File: src/rtl/raf_pkg.sv
// Package: shared constants, control-word type and the address CRC function
// for the receive address filter.
// Assumes a 48-bit address with byte 0 in bits 7:0, the first byte on the wire.
package raf_pkg;

    localparam int MAC_W         = 48;
    localparam int MAC_BYTES     = MAC_W / 8;
    localparam int REG_W         = 32;
    localparam int HASH_W        = 64;
    localparam int HASH_IDX_W    = $clog2(HASH_W);

    // Configuration word indices
    localparam int REG_CTRL      = 0;
    localparam int REG_HASH_LO   = 1;
    localparam int REG_HASH_HI   = 2;
    localparam int REG_SLOT_BASE = 16;

    // Control bit positions
    localparam int B_PROMISC     = 0;
    localparam int B_HASH_EN     = 2;
    localparam int B_INVERT      = 3;
    localparam int B_ALL_MC      = 4;
    localparam int B_REJ_BC      = 5;

    // Slot high-word fields
    localparam int B_SLOT_EN     = 31;
    localparam int B_MASK_LSB    = 24;

    typedef struct packed {
        logic promisc;
        logic all_mc;
        logic hash_en;
        logic rej_bc;
        logic invert;
    } ctrl_t;

    // Reflected CRC-32, init all ones, final inversion, bit 0 of byte 0 first.
    function automatic logic [31:0] addr_crc32(input logic [MAC_W-1:0] d);
        logic [31:0] c;
        c = 32'hFFFF_FFFF;
        for (int i = 0; i < MAC_W; i++) begin
            if (c[0] ^ d[i]) c = (c >> 1) ^ 32'hEDB8_8320;
            else             c = c >> 1;
        end
        return ~c;
    endfunction

endpackage

File: src/rtl/raf_cfg_regs.sv
// Module: configuration store of the filter.
// Holds the control word, the 64-bit hash table and the address slots.
// Slot 0 reports itself always enabled and unmasked.
// Writes to unused indices have no effect; there is no read path.
module raf_cfg_regs
    import raf_pkg::*;
#(
    parameter int NUM_SLOTS = 16,
    parameter int ADDR_W    = 6
) (
    input  logic                            clk,
    input  logic                            rst_n,
    input  logic                            we,
    input  logic [ADDR_W-1:0]               addr,
    input  logic [REG_W-1:0]                wdata,
    output ctrl_t                           ctrl,
    output logic [HASH_W-1:0]               hash,
    output logic [NUM_SLOTS-1:0][MAC_W-1:0] slot_addr,
    output logic [NUM_SLOTS-1:0]            slot_en,
    output logic [NUM_SLOTS-1:0][MAC_BYTES-1:0] slot_mask
);

    ctrl_t             ctrl_q;
    logic [HASH_W-1:0] hash_q;

    // Control word and hash table words
    always_ff @(posedge clk) begin
        if (!rst_n) begin
            ctrl_q <= '0;
            hash_q <= '0;
        end else if (we) begin
            if (addr == ADDR_W'(REG_CTRL)) begin
                ctrl_q.promisc <= wdata[B_PROMISC];
                ctrl_q.all_mc  <= wdata[B_ALL_MC];
                ctrl_q.hash_en <= wdata[B_HASH_EN];
                ctrl_q.rej_bc  <= wdata[B_REJ_BC];
                ctrl_q.invert  <= wdata[B_INVERT];
            end
            if (addr == ADDR_W'(REG_HASH_LO)) hash_q[REG_W-1:0]      <= wdata;
            if (addr == ADDR_W'(REG_HASH_HI)) hash_q[HASH_W-1:REG_W] <= wdata;
        end
    end

    assign ctrl = ctrl_q;
    assign hash = hash_q;

    for (genvar g = 0; g < NUM_SLOTS; g++) begin : g_slot
        localparam logic [ADDR_W-1:0] LO_IDX = ADDR_W'(REG_SLOT_BASE + 2 * g);
        localparam logic [ADDR_W-1:0] HI_IDX = ADDR_W'(REG_SLOT_BASE + 2 * g + 1);
        logic [MAC_W-1:0] a_q;

        // Slot address bytes: low word bytes 0..3, high word bytes 4..5
        always_ff @(posedge clk) begin
            if (!rst_n) begin
                a_q <= '0;
            end else if (we) begin
                if (addr == LO_IDX) a_q[REG_W-1:0]     <= wdata;
                if (addr == HI_IDX) a_q[MAC_W-1:REG_W] <= wdata[MAC_W-REG_W-1:0];
            end
        end
        assign slot_addr[g] = a_q;

        if (g == 0) begin : g_own
            assign slot_en[g]   = 1'b1;
            assign slot_mask[g] = '0;
        end else begin : g_sup
            logic                 en_q;
            logic [MAC_BYTES-1:0] m_q;

            // Enable bit and byte mask of a supplementary slot
            always_ff @(posedge clk) begin
                if (!rst_n) begin
                    en_q <= 1'b0;
                    m_q  <= '0;
                end else if (we && addr == HI_IDX) begin
                    en_q <= wdata[B_SLOT_EN];
                    m_q  <= wdata[B_MASK_LSB +: MAC_BYTES];
                end
            end
            assign slot_en[g]   = en_q;
            assign slot_mask[g] = m_q;
        end
    end

endmodule

File: src/rtl/raf_slot_match.sv
// Module: exact-match comparison of one address against all slots.
// A slot hits when it is enabled and every byte it does not mask is equal.
// Purely combinational.
module raf_slot_match
    import raf_pkg::*;
#(
    parameter int NUM_SLOTS = 16
) (
    input  logic [MAC_W-1:0]                    da,
    input  logic [NUM_SLOTS-1:0][MAC_W-1:0]     slot_addr,
    input  logic [NUM_SLOTS-1:0]                slot_en,
    input  logic [NUM_SLOTS-1:0][MAC_BYTES-1:0] slot_mask,
    output logic                                hit
);

    logic [NUM_SLOTS-1:0] slot_hit;

    for (genvar g = 0; g < NUM_SLOTS; g++) begin : g_cmp
        logic [MAC_BYTES-1:0] byte_ok;
        for (genvar b = 0; b < MAC_BYTES; b++) begin : g_byte
            assign byte_ok[b] = slot_mask[g][b] ||
                                (da[8*b +: 8] == slot_addr[g][8*b +: 8]);
        end
        assign slot_hit[g] = slot_en[g] && (&byte_ok);
    end

    assign hit = |slot_hit;

endmodule

File: src/rtl/raf_decide.sv
// Module: final accept decision from the slot hit, the hash and the control word.
// The precedence is: promiscuous, then broadcast, then all-multicast,
// then the optionally inverted slot/hash match. Purely combinational.
module raf_decide
    import raf_pkg::*;
(
    input  logic [MAC_W-1:0]  da,
    input  logic              slot_hit,
    input  ctrl_t             ctrl,
    input  logic [HASH_W-1:0] hash,
    output logic              accept
);

    logic [31:0]           crc;
    logic [HASH_IDX_W-1:0] hidx;
    logic                  is_mc, is_bc, hash_hit, match;

    assign crc      = addr_crc32(da);
    assign hidx     = crc[31 -: HASH_IDX_W];
    assign is_mc    = da[0];
    assign is_bc    = &da;
    assign hash_hit = ctrl.hash_en && is_mc && hash[hidx];
    assign match    = (slot_hit || hash_hit) ^ ctrl.invert;

    // Precedence chain of the filter modes
    always_comb begin
        if (ctrl.promisc)              accept = 1'b1;
        else if (is_bc)                accept = !ctrl.rej_bc;
        else if (is_mc && ctrl.all_mc) accept = 1'b1;
        else                           accept = match;
    end

endmodule

File: src/rtl/rx_addr_filter.sv
// Module: receive destination-address filter, top level.
// Edge k captures the address. The match is then evaluated against the
// configuration as it stands after edge k, and the decision is registered
// at edge k+1.
module rx_addr_filter
    import raf_pkg::*;
#(
    parameter int NUM_SLOTS = 16,
    parameter int ADDR_W    = 6
) (
    input  logic              clk,
    input  logic              rst_n,
    input  logic              da_valid,
    input  logic [47:0]       da_addr,
    input  logic              cfg_we,
    input  logic [ADDR_W-1:0] cfg_addr,
    input  logic [31:0]       cfg_wdata,
    output logic              dec_valid,
    output logic              dec_accept
);

    ctrl_t                               ctrl;
    logic [HASH_W-1:0]                   hash;
    logic [NUM_SLOTS-1:0][MAC_W-1:0]     slot_addr;
    logic [NUM_SLOTS-1:0]                slot_en;
    logic [NUM_SLOTS-1:0][MAC_BYTES-1:0] slot_mask;
    logic [MAC_W-1:0]                    da_q;
    logic                                vld_q, hit, accept;

    raf_cfg_regs #(.NUM_SLOTS(NUM_SLOTS), .ADDR_W(ADDR_W)) u_regs (
        .clk(clk), .rst_n(rst_n), .we(cfg_we), .addr(cfg_addr), .wdata(cfg_wdata),
        .ctrl(ctrl), .hash(hash), .slot_addr(slot_addr), .slot_en(slot_en),
        .slot_mask(slot_mask)
    );

    // Capture stage for the incoming address
    always_ff @(posedge clk) begin
        if (!rst_n) begin
            vld_q <= 1'b0;
            da_q  <= '0;
        end else begin
            vld_q <= da_valid;
            if (da_valid) da_q <= da_addr;
        end
    end

    raf_slot_match #(.NUM_SLOTS(NUM_SLOTS)) u_match (
        .da(da_q), .slot_addr(slot_addr), .slot_en(slot_en),
        .slot_mask(slot_mask), .hit(hit)
    );

    raf_decide u_decide (
        .da(da_q), .slot_hit(hit), .ctrl(ctrl), .hash(hash), .accept(accept)
    );

    // Decision output register
    always_ff @(posedge clk) begin
        if (!rst_n) begin
            dec_valid  <= 1'b0;
            dec_accept <= 1'b0;
        end else begin
            dec_valid  <= vld_q;
            dec_accept <= vld_q && accept;
        end
    end

endmodule

File: config.mk
export PLATFORM = sky130hd
export DESIGN_NAME = rx_addr_filter
export DESIGN_NICKNAME = d
export VERILOG_FILES = /design/src/rtl/raf_pkg.sv /design/src/rtl/raf_cfg_regs.sv /design/src/rtl/raf_slot_match.sv /design/src/rtl/raf_decide.sv /design/src/rtl/rx_addr_filter.sv
export SDC_FILE = /design/constraint.sdc
export NUM_CORES = 2
export LEC_CHECK = 0
export BUFFER_PORTS_ARGS = -buffer_cell sky130_fd_sc_hd__buf_2
export CAP_MARGIN = 40
export CELL_PAD_IN_SITES_DETAIL_PLACEMENT = 0
export CELL_PAD_IN_SITES_GLOBAL_PLACEMENT = 1
export CORE_MARGIN = 5
export CORE_UTILIZATION = 50
export CTS_BUF_LIST = sky130_fd_sc_hd__clkbuf_16
export DETAILED_ROUTE_END_ITERATION = 8
export PLACE_DENSITY_LB_ADDON = 0.2
export SETUP_SLACK_MARGIN = 0.4
export SYNTH_ARGS = -nofsm -noshare
export SYNTH_HDL_FRONTEND = slang
export SYNTH_HIERARCHICAL = 1
export SYNTH_SLANG_ARGS = --single-unit
File: constraint.sdc
create_clock -name clk -period 6.9 [get_ports clk]
set_clock_uncertainty 0.2 [all_clocks]
set_input_delay 1.38 -clock clk [delete_from_list [all_inputs] [get_ports clk]]
set_output_delay 1.38 -clock clk [all_outputs]
set_load 0.1 [all_outputs]
======== Yosys cells after proc, flatten, opt, wreduce, memory -nomap -nowiden ========
Cells that the tools add are included.
Widths: inputs -> output; s select.
operators by class
  bitwise logic cells ..................... 96
  reduce and logical (&&, ||, !) cells .... 180
  multiplexer cells ....................... 53
  $lt $le $gt $ge ......................... 1
  eq/ne operators ......................... 130
operator list
  kind                count
  $mux 32             48
  $eq 8x8->1          96
  $not 13->14         47
  $eq 6x5->1 const B  16
  $eq 6x6->1 const B  16
  $reduce_and 6->1    16
  $logic_or 1x1->1    91
  $reduce_and 2->1    35
  $reduce_and 48->1   1
  $xor 1x1->1         48
  $logic_and 1x1->1   34
  $not 32->32         1
  $reduce_or 16->1    1
  $lt 6x7->1 const B  1
  $bmux 1 s6          1
  $eq 6x1->1 const B  1
  $eq 6x2->1 const B  1
  $logic_not 6->1     1
  $mux 1              4
  $logic_not 1->1     1
word-level totals
  output and inout bits ................... 2
  bits in registers ....................... 993

======== Depth between registers and ports, before layout ========
  depth in word-level cells ............... 105
  depth in mapped cells ................... 20
  mapped depth without buffers ............ 18

======== By module ========
Netlist, hierarchy kept.
by module, submodules not included
  module          cells each  area an instance (sq um)  times used
  raf_cfg_regs    3220        33782.4                   1
  raf_slot_match  1190        9542.9                    1
  raf_decide      292         3158.0                    1
  rx_addr_filter  161         1904.3                    1

======== Least setup slack after synthesis ========
OpenSTA, ideal clock, no wires.
  kind .................................... register to register
  start point ............................. register da_q[1]
  end point ............................... register dec_accept
  arrival time ............................ 5.396 ns
  stages on the path, launching flop included .. 21
  library setup time ...................... 0.116 ns
  setup slack ............................. 1.189 ns
  cell sequence ........................... dfxtp_1 ha_1 buf_2 xnor3_2 xnor3_2 xnor2_2 xnor3_2 xnor3_2 xnor2_1 xnor3_2 clkbuf_8 or2_2 o22a_2 o22ai_1 nor4b_1 or4_1 a31oi_1 xor2_1 nand2_1 a21o_1 and3_1
between the ends
  longest elaborated chain between the ends .. 78
  elaborated cells on any way between the ends .. 201
RTL lines
  what                                                     line                  RTL
  start, declared                                          rx_addr_filter.sv:27  logic [MAC_W-1:0] da_q;
  start signal, assigned                                   rx_addr_filter.sv:43  if (da_valid) da_q <= da_addr;
  $xor 1x1->1                                              raf_pkg.sv:42         if (c[0] ^ d[i]) c = (c >> 1) ^ 32'hEDB8_8320;
  $mux 32                                                  raf_pkg.sv:42
  $mux 32 or $not 13->14 (tied branches)                   -
  $mux 32                                                  raf_pkg.sv:42
  $not 13->14 (no source line) or $mux 32 (tied branches)  -
  $mux 32 or $not 13->14 (tied branches) (3 in a row)      -
  $mux 32                                                  raf_pkg.sv:42
  $mux 32 or $not 13->14 (tied branches) (2 in a row)      -
  [... 60 more ...]                                        -
  $logic_and 1x1->1                                        raf_decide.sv:22      assign hash_hit = ctrl.hash_en && is_mc && hash[hidx];
  $logic_or 1x1->1                                         raf_decide.sv:23      assign match = (slot_hit || hash_hit) ^ ctrl.invert;
  $xor 1x1->1                                              raf_decide.sv:23
  $mux 1                                                   raf_decide.sv:29      else if (is_mc && ctrl.all_mc) accept = 1'b1;
  $mux 1 *                                                 raf_decide.sv:28      else if (is_bc) accept = !ctrl.rej_bc;
  $mux 1 *                                                 raf_decide.sv:27      if (ctrl.promisc) accept = 1'b1;
  net accept                                               rx_addr_filter.sv:28  logic vld_q, hit, accept;
  $logic_and 1x1->1 *                                      rx_addr_filter.sv:63  dec_accept <= vld_q && accept;
  end signal, assigned                                     rx_addr_filter.sv:63
  end, declared                                            rx_addr_filter.sv:19  output logic dec_accept
The timed path passes the listed nets; every way through them passes the cells marked *. The select of a mux whose other input is x is not followed.
A chain may end at the register's enable or synchronous reset.

======== Worst setup path in the final report ========
  start point ............................. register da_q[0]
  end point ............................... register dec_accept
between the ends
  longest elaborated chain between the ends .. 79
  elaborated cells on any way between the ends .. 205
RTL lines
  what                                                     line
  $mux 32                                                  raf_pkg.sv:42
  $not 13->14 (no source line)                             -
  $mux 32                                                  raf_pkg.sv:42
  $mux 32 or $not 13->14 (tied branches)                   -
  $mux 32                                                  raf_pkg.sv:42
  $not 13->14 (no source line) or $mux 32 (tied branches)  -
  $mux 32 or $not 13->14 (tied branches)                   -
  $mux 32                                                  raf_pkg.sv:42
  [... 64 more ...]                                        -
  $logic_and 1x1->1                                        raf_decide.sv:22
  $logic_or 1x1->1                                         raf_decide.sv:23
  $xor 1x1->1                                              raf_decide.sv:23
  $mux 1                                                   raf_decide.sv:29
  $mux 1 *                                                 raf_decide.sv:28
  $mux 1 *                                                 raf_decide.sv:27
  net accept                                               rx_addr_filter.sv:28
  $logic_and 1x1->1 *                                      rx_addr_filter.sv:63
Marks and branches as above.

==> impl_metrics.prom <==
# TYPE chip_impl_metric gauge
chip_impl_info{name="cts_root_buf",value="clkbuf_16"} 1
chip_impl_metric{name="dp.final_hpwl",unit="mm"} 95.20
chip_impl_metric{name="synth_xor_xnor_area_share",unit=""} 0.1829
chip_impl_metric{name="timing.final.hold_violations",unit=""} 0
chip_impl_info{name="worst_path_max_delay_cell",value="or4_1"} 1
chip_impl_info{name="yosysMostFrequentCell",value="nand2_1"} 1
chip_impl_metric{name="clock_insertion_delay_worst_skew",unit="ps"} 680
chip_impl_metric{name="place_area",unit="sq um"} 49510
chip_impl_metric{name="rows",unit=""} 114
chip_impl_metric{name="timing.critical_path.buf_inv",unit=""} 1
chip_impl_metric{name="seq_area_frac_synth",unit=""} 0.4108
chip_impl_info{name="ys_top_cells_by_area",value="dfxtp_1 41%, mux2i_1 21%, xor2_1 14%"} 1
chip_impl_metric{name="synth_top_area_share",unit=""} 0.4108
chip_impl_metric{name="data_arrival_time_of_the_critical_path",unit="ps"} 6600
chip_impl_metric{name="pin_count",unit=""} 92
chip_impl_metric{name="synth_adder_area_share",unit=""} 0.0007757
chip_impl_metric{name="yosysWarningCount",unit=""} 6
chip_impl_metric{name="clk_pin_slew_worst_paths",unit="ps"} 60
chip_impl_metric{name="critical_path.max_fanout",unit=""} 19
chip_impl_info{name="path_delay_family",value="XOR/XNOR gates"} 1
chip_impl_metric{name="routed_wl",unit="mm"} 153.0
chip_impl_metric{name="route.vias.total",unit=""} 34000
chip_impl_metric{name="gp_congestion",unit=""} 0.8864
chip_impl_metric{name="floorplan_die_area",unit="sq um"} 103100
chip_impl_metric{name="synth-seq-cells",unit=""} 993
chip_impl_metric{name="final_net_count",unit=""} 4874
chip_impl_metric{name="layout-area-overhead-vs-synth",unit="%"} 9.241
chip_impl_metric{name="post-route-worst-setup-slack",unit="ps"} 665.8
chip_impl_info{name="grt_setup_unrepaired",value="false"} 1
chip_impl_info{name="ys_top_cells_by_count",value="1,010 x nand2_1, 1,006 x mux2i_1, 993 x dfxtp_1, 780 x xor2_1, 209 x nor4_1"} 1
chip_impl_metric{name="port-buffer-count",unit=""} 91
chip_impl_metric{name="first_iter_violations",unit=""} 3017
chip_impl_metric{name="tightestPinTransition",unit="ps"} 1254
chip_impl_metric{name="die_x",unit="microns"} 321.1
chip_impl_metric{name="postSynthCellCount",unit=""} 4863
chip_impl_metric{name="max-clock-path-buffers",unit=""} 3
chip_impl_metric{name="power.static_leakage",unit="nW"} 28.42
chip_impl_info{name="hold_class",value="register to register"} 1
chip_impl_metric{name="async_flop_share",unit=""} 0
chip_impl_metric{name="maximum_level_of_the_cts_h_tree",unit=""} 3
chip_impl_metric{name="min_period",unit="ps"} 6234
chip_impl_metric{name="mappedNetlistArea",unit="sq um"} 48390
chip_impl_metric{name="fin_crit_sh",unit=""} 0.9035
chip_impl_metric{name="postLayoutCoreUtil",unit=""} 0.5482
chip_impl_metric{name="compound_cell_area_share_of_the_yosys_netlist",unit=""} 0.01508
chip_impl_metric{name="detail_route.first_pass.iterations",unit=""} 5
chip_impl_metric{name="power.density_cell_area",unit="nW/um^2"} 464.3
chip_impl_metric{name="drc",unit=""} 0
chip_impl_metric{name="pre_cts_ws",unit="ps"} 473.9
chip_impl_info{name="category_of_the_worst_setup_path_launch_point",value="register"} 1
chip_impl_metric{name="post_route_cells_drive_above_1_share",unit=""} 0.09864
chip_impl_metric{name="post_cts_buffers",unit=""} 0
chip_impl_metric{name="grt_start_max_net_pins",unit=""} 228
chip_impl_metric{name="grt_antenna_before_repair",unit=""} 16
chip_impl_info{name="synth_largest_area_cell",value="dfxtp_1"} 1
chip_impl_info{name="timing.critical_path.cells",value="ha_1 > xnor3_2 > xnor3_2 > xnor2_2 > xnor3_1 > xnor3_1 > xnor3_2 > buf_4 > or2_2 > mux2_2 > o22ai_1 > o221ai_1 > or4_1 > a31oi_1 > xor2_1 > nand2_1 > a21o_1 > and3_1"} 1
chip_impl_info{name="critPathCaptureType",value="register"} 1
chip_impl_metric{name="max_cap_viol_count",unit=""} 0
chip_impl_metric{name="post_synth.cell_area_avg",unit="sq um"} 9.950
chip_impl_metric{name="timing.critical_path.required",unit="ps"} 7260
chip_impl_metric{name="tritoncts.num_buffers",unit=""} 108
chip_impl_metric{name="floorplan.die.height",unit="microns"} 321.1
chip_impl_metric{name="synth_cell_types",unit=""} 72
chip_impl_info{name="outcome",value="completed"} 1
chip_impl_info{name="synth_top_family_by_area",value="multiplexers"} 1
chip_impl_metric{name="synth-edff-count",unit=""} 0
chip_impl_metric{name="core_area",unit="sq um"} 96420
chip_impl_info{name="critPathKind",value="register to register"} 1
chip_impl_metric{name="crit_path_max_incr_delay",unit="ps"} 590
chip_impl_info{name="tritoncts",value="yes"} 1
chip_impl_info{name="synth_ff_type",value="dfxtp_1"} 1
chip_impl_metric{name="post-route-cell-area",unit="sq um"} 52860
chip_impl_metric{name="synth-simple-area-share",unit=""} 0.1281
chip_impl_metric{name="grt.overflow.total",unit=""} 0
chip_impl_metric{name="floorplan.initialDensity",unit=""} 0.5018
chip_impl_metric{name="clkSinkCount",unit=""} 993
chip_impl_metric{name="track_usage",unit=""} 0.2878
chip_impl_metric{name="number_of_global_route_vias_before_repair",unit=""} 32870
chip_impl_metric{name="post_drt_wl_per_cell",unit="microns"} 24.89
chip_impl_metric{name="report.final.setup_viol",unit=""} 0
chip_impl_metric{name="slew_viol_final",unit=""} 0
chip_impl_metric{name="route.antenna.remaining_nets",unit=""} 0
chip_impl_info{name="path_common_cell",value="xnor3_2"} 1
chip_impl_metric{name="slew-limit-headroom",unit=""} 0.1643
chip_impl_metric{name="synth.mux.area_fraction",unit=""} 0.2121
chip_impl_metric{name="achievable-frequency",unit="MHz"} 160.4
chip_impl_metric{name="setup_tns",unit="ps"} 0
chip_impl_metric{name="vias_per_cell",unit=""} 5.530
chip_impl_metric{name="irDropWorstVdd",unit="uV"} 1915
chip_impl_metric{name="grt_first_pass_wirelength",unit="mm"} 223.0
-- state kept, by name (all words and copies together), names as in the netlist --
signal and count:
u_regs/g_slot.a_q 768, u_regs/g_slot.g_sup.m_q 90, u_regs/hash 64, da_q 48
u_regs/g_slot.g_sup.en_q 15, u_regs/ctrl 5, dec_accept 1, dec_valid 1
vld_q 1
-- through the flow --
stage / cells / hold slack (ps) / total power, mW
after floorplan: 4868 / 221.5 / 16.77
after global placement: 5925 / 236.8 / 17.92
after detailed placement: 5946 / 241.7 / 17.99
after CTS: 6141 / 253.3 / 23.49
after global routing: 6143 / 269.8 / 25.59
final: 6148 / 253.2 / 24.55
-- metal layers --
metal	vias up	share of wire	GRT usage
met5	-	0.00042	0
met4	10	0.022	0.06176
met3	204	0.063	0.04518
met2	915	0.45	0.4536
met1	16830	0.47	0.4200
li1	16040	-	-
-- worst reg2reg max path, cell delays in order (launching register included) --
cell and delay [ps]:
dfxtp_2 320, ha_1 490, xnor3_2 450, xnor3_2 420
xnor2_2 210, xnor3_1 500, xnor3_1 450, xnor3_2 500
buf_4 260, or2_2 350, mux2_2 340, o22ai_1 180
o221ai_1 110, or4_1 590, a31oi_1 260, xor2_1 170
nand2_1 60, a21o_1 140, and3_1 130
-- timing repair --
item,in CTS,in global routing
setup endpoints to repair,0,1
hold endpoints to repair,0,0
hold buffers,0,0
gates resized for setup,0,7
-- layout make-up --
class                   instances  area, sq um
repair buffers                228         1784
clock inverters                86        540.5
fillers                      8775        43560
clock buffers                 109         2728
flip-flops and latches        993        19890
well taps                    1276         1597
diodes                          6        15.01
inverters                       4        15.01
multi-input cells            3446        26290
-- final timing paths --
path                                             from                                        to  slack (ps)  depth (start not counted)
max                              da_q[0]$_SDFFE_PN0P_                     dec_accept$_SDFF_PN0_         670                         18
min          u_regs/g_slot[1].g_sup.en_q$_SDFFE_PN0P_  u_regs/g_slot[1].g_sup.en_q$_SDFFE_PN0P_         250                          2
max reg2reg                      da_q[0]$_SDFFE_PN0P_                     dec_accept$_SDFF_PN0_         670                         18
min reg2reg  u_regs/g_slot[1].g_sup.en_q$_SDFFE_PN0P_  u_regs/g_slot[1].g_sup.en_q$_SDFFE_PN0P_         250                          2
-- power by group --
part | leakage [nW] | switching, mW | internal (mW) | total, mW
sequential | 8.01 | 0.0312 | 5.77 | 5.81
clock | 1.70 | 2.39 | 3.07 | 5.46
combinational | 18.7 | 7.35 | 5.92 | 13.3
total | 28.4 | 9.78 | 14.8 | 24.5
-- cell families (layout without fill, tap and decap cells) --
logic type | Yosys count | count (layout)
xor gates and xnor gates | 922 | 922
AOI/OAI and AO/OA | 130 | 130
and+or+nand+nor | 1368 | 1368
DFF | 993 | 993
muxes | 1016 | 1016
buffers and inverters | 429 | 427
other | 2 | 13
adders and majority gates | 3 | 3
-- layout by cell type, fill, tap and decap left out, types with 4 or more instances in the layout --
master	count
a21oi_1	97
and3b_1	4
buf_12	17
buf_2	92
buf_4	112
buf_8	4
bufinv_16	6
clkbuf_16	109
clkinv_1	26
clkinv_2	20
clkinvlp_4	4
conb_1	7
dfxtp_1	984
dfxtp_2	9
diode_2	6
inv_1	30
mux2i_1	1006
mux4_2	6
nand2_1	969
nand2_2	42
nand4_1	17
nor2_1	13
nor2_4	4
nor2b_1	54
nor4_1	209
nor4_2	5
nor4b_2	4
o211ai_1	4
o21ai_0	6
o22ai_1	4
or4b_1	14
xnor2_1	80
xnor2_2	9
xnor3_1	34
xnor3_2	8
xor2_1	779
xor3_1	4
Note: power is estimated with default switching activity, not from simulation.
